===== src/rtl/irq_level_agg_pkg.sv =====
package irq_level_agg_pkg;
  localparam logic [11:0] OFS_TGT  = 12'h004;
  localparam logic [11:0] OFS_REQ  = 12'h00C;
  localparam logic [11:0] OFS_MASK = 12'h018;
  localparam logic [11:0] OFS_PEND = 12'h01C;
  localparam logic [11:0] OFS_CTRL = 12'h024;
  localparam logic [11:0] OFS_LVL  = 12'h028;

  typedef enum logic [2:0] {
    SEL_NONE, SEL_TGT, SEL_REQ, SEL_MASK, SEL_PEND, SEL_CTRL, SEL_LVL
  } reg_sel_e;

  function automatic reg_sel_e decode_ofs(input logic [11:0] a);
    case (a)
      OFS_TGT:  return SEL_TGT;
      OFS_REQ:  return SEL_REQ;
      OFS_MASK: return SEL_MASK;
      OFS_PEND: return SEL_PEND;
      OFS_CTRL: return SEL_CTRL;
      OFS_LVL:  return SEL_LVL;
      default:  return SEL_NONE;
    endcase
  endfunction
endpackage


===== src/rtl/irq_level_agg_detect.sv =====
module irq_level_agg_detect #(
  parameter int          NUM_IN    = 11,
  parameter logic [10:0] IMPL_MASK = 11'h5FF
) (
  input  logic              clk,
  input  logic              rst_n,
  input  logic [NUM_IN-1:0] lines_i,
  input  logic [NUM_IN-1:0] mask_i,
  output logic [NUM_IN-1:0] level_o,
  output logic [NUM_IN-1:0] chg_raw_o,
  output logic [NUM_IN-1:0] chg_en_o
);
  logic [NUM_IN-1:0] level_q;

  always_ff @(posedge clk) begin
    if (!rst_n) level_q <= '0;
    else        level_q <= lines_i;
  end

  assign level_o   = level_q;
  assign chg_raw_o = (lines_i ^ level_q) & IMPL_MASK[NUM_IN-1:0];
  assign chg_en_o  = chg_raw_o & mask_i;
endmodule


===== src/rtl/irq_level_agg_latch.sv =====
module irq_level_agg_latch #(
  parameter int NUM_IN = 11
) (
  input  logic              clk,
  input  logic              rst_n,
  input  logic [NUM_IN-1:0] set_i,
  input  logic              clr_i,
  output logic [NUM_IN-1:0] q_o
);
  for (genvar i = 0; i < NUM_IN; i++) begin : g_bit
    logic bit_q;
    always_ff @(posedge clk) begin
      if (!rst_n)        bit_q <= 1'b0;
      else if (set_i[i]) bit_q <= 1'b1;
      else if (clr_i)    bit_q <= 1'b0;
    end
    assign q_o[i] = bit_q;
  end
endmodule


===== src/rtl/irq_level_agg_msg.sv =====
module irq_level_agg_msg #(
  parameter int DW  = 32,
  parameter int MDW = 5
) (
  input  logic           clk,
  input  logic           rst_n,
  input  logic           fire_i,
  input  logic [DW-1:0]  target_i,
  output logic           msg_valid,
  input  logic           msg_ready,
  output logic [DW-1:0]  msg_addr,
  output logic [MDW-1:0] msg_data
);
  logic           valid_q;
  logic [DW-1:0]  addr_q;
  logic [MDW-1:0] data_q;

  always_ff @(posedge clk) begin
    if (!rst_n) begin
      valid_q <= 1'b0;
      addr_q  <= '0;
      data_q  <= '0;
    end else if (!valid_q) begin
      if (fire_i) begin
        valid_q <= 1'b1;
        addr_q  <= {target_i[DW-1:MDW], {MDW{1'b0}}};
        data_q  <= target_i[MDW-1:0];
      end
    end else if (msg_ready) begin
      valid_q <= 1'b0;
    end
  end

  assign msg_valid = valid_q;
  assign msg_addr  = addr_q;
  assign msg_data  = data_q;
endmodule


===== src/rtl/irq_level_agg.sv =====
module irq_level_agg
  import irq_level_agg_pkg::*;
#(
  parameter int          NUM_IN    = 11,
  parameter logic [10:0] IMPL_MASK = 11'h5FF,
  parameter int          DW        = 32,
  parameter int          MDW       = 5
) (
  input  logic              clk,
  input  logic              rst_n,
  input  logic              reg_en,
  input  logic              reg_we,
  input  logic [11:0]       reg_addr,
  input  logic [DW-1:0]     reg_wdata,
  output logic              rd_valid,
  output logic [DW-1:0]     rd_data,
  input  logic [NUM_IN-1:0] irq_lines,
  output logic              msg_valid,
  input  logic              msg_ready,
  output logic [DW-1:0]     msg_addr,
  output logic [MDW-1:0]    msg_data
);
  localparam logic [NUM_IN-1:0] IMPL = IMPL_MASK[NUM_IN-1:0];

  reg_sel_e          sel;
  logic              rd_req, wr_req;
  logic [DW-1:0]     tgt_q, ctrl_q, rd_mux, rd_q;
  logic [NUM_IN-1:0] mask_q, lvl_q, chg_raw, chg_en, req_q, pend_q;
  logic              rdv_q;

  assign sel    = decode_ofs(reg_addr);
  assign rd_req = reg_en && !reg_we;
  assign wr_req = reg_en && reg_we;

  irq_level_agg_detect #(.NUM_IN(NUM_IN), .IMPL_MASK(IMPL_MASK)) u_detect (
    .clk(clk), .rst_n(rst_n), .lines_i(irq_lines), .mask_i(mask_q),
    .level_o(lvl_q), .chg_raw_o(chg_raw), .chg_en_o(chg_en)
  );

  irq_level_agg_latch #(.NUM_IN(NUM_IN)) u_req (
    .clk(clk), .rst_n(rst_n), .set_i(chg_en),
    .clr_i(rd_req && sel == SEL_REQ), .q_o(req_q)
  );

  irq_level_agg_latch #(.NUM_IN(NUM_IN)) u_pend (
    .clk(clk), .rst_n(rst_n), .set_i(chg_raw),
    .clr_i(rd_req && sel == SEL_PEND), .q_o(pend_q)
  );

  irq_level_agg_msg #(.DW(DW), .MDW(MDW)) u_msg (
    .clk(clk), .rst_n(rst_n), .fire_i(|chg_en), .target_i(tgt_q),
    .msg_valid(msg_valid), .msg_ready(msg_ready),
    .msg_addr(msg_addr), .msg_data(msg_data)
  );

  always_ff @(posedge clk) begin
    if (!rst_n) begin
      tgt_q  <= '0;
      ctrl_q <= '0;
      mask_q <= '0;
    end else if (wr_req) begin
      case (sel)
        SEL_TGT:  tgt_q  <= reg_wdata;
        SEL_CTRL: ctrl_q <= reg_wdata;
        SEL_MASK: mask_q <= reg_wdata[NUM_IN-1:0] & IMPL;
        default:  ;
      endcase
    end
  end

  always_comb begin
    case (sel)
      SEL_TGT:  rd_mux = tgt_q;
      SEL_CTRL: rd_mux = ctrl_q;
      SEL_MASK: rd_mux = DW'(mask_q);
      SEL_REQ:  rd_mux = DW'(req_q);
      SEL_PEND: rd_mux = DW'(pend_q);
      SEL_LVL:  rd_mux = DW'(lvl_q);
      default:  rd_mux = '0;
    endcase
  end

  always_ff @(posedge clk) begin
    if (!rst_n) begin
      rdv_q <= 1'b0;
      rd_q  <= '0;
    end else begin
      rdv_q <= rd_req;
      rd_q  <= rd_req ? rd_mux : '0;
    end
  end

  assign rd_valid = rdv_q;
  assign rd_data  = rd_q;
endmodule


===== config.mk =====
export PLATFORM = sky130hd
export DESIGN_NAME = irq_level_agg
export DESIGN_NICKNAME = d
export VERILOG_FILES = /design/src/rtl/irq_level_agg_pkg.sv /design/src/rtl/irq_level_agg_detect.sv /design/src/rtl/irq_level_agg_latch.sv /design/src/rtl/irq_level_agg_msg.sv /design/src/rtl/irq_level_agg.sv
export SDC_FILE = /design/constraint.sdc
export NUM_CORES = 1
export LEC_CHECK = 0
export ABC_AREA = 1
export BUFFER_PORTS_ARGS = -buffer_cell sky130_fd_sc_hd__buf_2
export CAP_MARGIN = 40
export CORE_MARGIN = 1
export CORE_UTILIZATION = 45
export CTS_BUF_LIST = sky130_fd_sc_hd__clkbuf_8
export DETAILED_ROUTE_END_ITERATION = 6
export HOLD_SLACK_MARGIN = 0.15
export PLACE_DENSITY = 0.69
export RECOVER_POWER = 25
export SETUP_SLACK_MARGIN = 0.15
export SYNTH_ARGS = -nofsm -noshare
export SYNTH_HDL_FRONTEND = slang
export SYNTH_HIERARCHICAL = 1
export SYNTH_SLANG_ARGS = --single-unit
export TNS_END_PERCENT = 5

===== constraint.sdc =====
create_clock -name clk -period 1.4 [get_ports clk]
set_clock_uncertainty 0.05 [all_clocks]
set_input_delay 0 -clock clk [delete_from_list [all_inputs] [get_ports clk]]
set_output_delay 0 -clock clk [all_outputs]
set_load 0.02 [all_outputs]

==> key figures <==
Floorplanning
  • Die Area: 17500 µm²
  • Core footprint: 16600 µm²
  • IO Pins: 131
  • Initial Util: 46.2%
  • Row cnt: 47
  • Chip height: 132 µm
  • DIE WIDTH: 132 µm

Detailed routing
  • Vias: about 6900
  • DR pass1 iterations: 5
  • Initial DRC count: 438
  • DRC viols: 0
  • Antenna Nets Post-Route: 0
  • Drt wl/cell: around 14 µm
  • Final wirelength: 19.5 mm
  • Vias/cell: around 4.8

Power
  • Standby leakage power: 4.01 nW
  • Peak VDD IR: 0.575 mV
  • Power, Total: 0.00968 W
  • PD cells: 1010 nW/µm²

Clock tree
  • CTS sink count: 173
  • CTS tree: built
  • TritonCTS buffer count: 17
  • Post-CTS setup buffers: 0
  • Worst skew pair latency: about 0.47 ns
  • Reg clk slew, reported paths: approximately 0.090 ns
  • H-tree depth: 4
  • CTS max path bufs: 2
  • Clock Tree Root: clkbuf_8

Setup path
  • Slowest CP cell: dfxtp_2
  • Crit path largest cell delay: around 0.35 ns
  • CP Launch Type: register
  • Crit Path Class: reg2reg
  • Worst-path cell chain: inv_2 > nand2_2 > nand2_4 > nor2_4 > nor4_4 > nand3_1 > buf_6 > inv_4 > nor2_4 > clkbuf_16 > nor2_1 > nor2_1
  • Crit Path Max Fanout: 10
  • Arrival time worst endpoint: 2.02 ns
  • CP Data Required Time: 1.72 ns
  • Worst Setup End Kind: register

Synth
  • Syn avg cell area: 7.25 µm²
  • Cell area after synthesis: 7660 µm²
  • Mapped Cells: 1056
  • Synth Warn #: 6

Job
  • Max cap viols: 0

Placement
  • Port Buffers: between 100 and 150
  • Placer Congestion: 0.809
  • Hpwl dp: approximately 13 mm

Timing
  • Pins Over Slew Limit: 0
  • Worst Hold Slack: -0.0847 ns
  • Max Freq: 0.589 GHz
  • Unrepaired setup endpoints after global routing: true
  • Period minus WS final: roughly 1.7 ns
  • Hold Fails Final Rpt: 2
  • Final WS setup: -0.299 ns
  • Final setup viols: 65
  • Slew HR: a little under three fifths
  • Period utilization: 121%
  • Slew @ Worst Pin: 0.649 ns

Outcome
  • Status: finished, violations left
  • Failing checks: negative hold slack, negative setup slack

Global routing
  • Number of global-route vias before repair: a little over 6000
  • Antenna violations before repair: 0
  • Total grt overflow: 0
  • First-pass GRT wire length: 30.9 mm
  • Tot GR Track Use: 22.3%
  • Largest net degree at the start of global routing: 74

Final layout
  • Final nets: 1273
  • Multi-input gate area: between 3000 and 4000 µm²
  • Synth-to-layout area growth: 25.4%
  • Filler cells: 1577
  • Most frequent cells in the layout: inv_1 (213), dfxtp_1 (166), nand3_1 (122), buf_2 (107), a21oi_1 (96)
  • Ratio of cells with drive above 1 in the final layout: between 20% and 30%
  • Commonest non-fill, non-tap cell in the layout: inv_1
  • Register area: 3470 µm²
  • N_diodes: 0

Hold path
  • Worst min path class: in2reg
path summary, 6_finish.rpt:
| kind | from | to | slack [ns] | cells past startpoint |
|---|---|---|---|---|
| max | u_detect/level_o[6]$_SDFF_PN0_ | u_msg/msg_addr[7]$_SDFFE_PN0P_ | -0.30 | 12 |
| min | irq_lines[6] | u_pend/g_bit[6].bit_q$_SDFFE_PN0P_ | -0.08 | 6 |
| max reg2reg | u_detect/level_o[6]$_SDFF_PN0_ | u_msg/msg_addr[7]$_SDFFE_PN0P_ | -0.30 | 12 |
| min reg2reg | ctrl_q[5]$_SDFFE_PN0P_ | ctrl_q[5]$_SDFFE_PN0P_ | 0.40 | 2 |
timing repair:
item | in CTS | in global routing
hold buffers | 58 | 3
setup endpoints to repair | 33 | 161
gates resized for setup | 14 | 45
pin swaps | 1 | 5
hold endpoints to repair | 142 | 7
cloned | 0 | 2
where the power goes:
part / switching, W / internal, W
Sequential: 0.0000868 / 0.00503
Clock: 0.00193 / 0.00162
Combinational: 0.000578 / 0.000442
layer usage:
| metal | share of wire, % | track usage, % | vias to the layer above |
|---|---|---|---|
| met5 | 0 | 0 | - |
| met4 | 2.0 | 8.24 | 0 |
| met3 | 4.7 | 5.10 | 29 |
| met2 | 47 | 36.0 | 188 |
| met1 | 47 | 29.1 | 3142 |
| li1 | - | - | 3536 |
stage by stage:
stage / instance area [µm²] / worst slack, ns / util, % / TNS (ns) / cells
2_1_floorplan: 7680 / -0.105 / - / -3.17 / 1061
3_3_place_gp: 8420 / -0.389 / 50.8 / -12.48 / 1351
3_5_place_dp: 8420 / -0.383 / 50.8 / -11.75 / 1351
4_1_cts: 9440 / -0.284 / 56.9 / -12.02 / 1441
5_1_grt: 9610 / -0.369 / 57.9 / -19.45 / 1446
6_report: 9610 / -0.299 / 57.9 / -11.88 / 1446
final cells by class:
cell class                 instances  area share [%]
tap                              220            2.87
multi-input combinational        579            31.3
timing repair buffer             222            17.0
inverter                         220            8.62
sequential                       173            36.1
clock inverter                    15            1.71
clock buffer                      17            2.44
flip-flops by register name, indices dropped and copies added (netlist names), 5 cells and up:
| name | flops |
|---|---|
| u_msg/msg_addr | 27 |
| mask_q | 10 |
| tgt_q | 32 |
| u_msg/msg_data | 5 |
| rd_data | 32 |
| u_pend/g_bit.bit_q | 11 |
| ctrl_q | 32 |
| u_req/g_bit.bit_q | 11 |
| u_detect/level_o | 11 |
critical path, delay by kind of cell, from the launching register on:
family | cells | cell delay [ns]
flops | 1 | 0.35
buf+inv | 4 | 0.43
simple gates | 8 | 0.77
(Power assumes the default switching activity.)
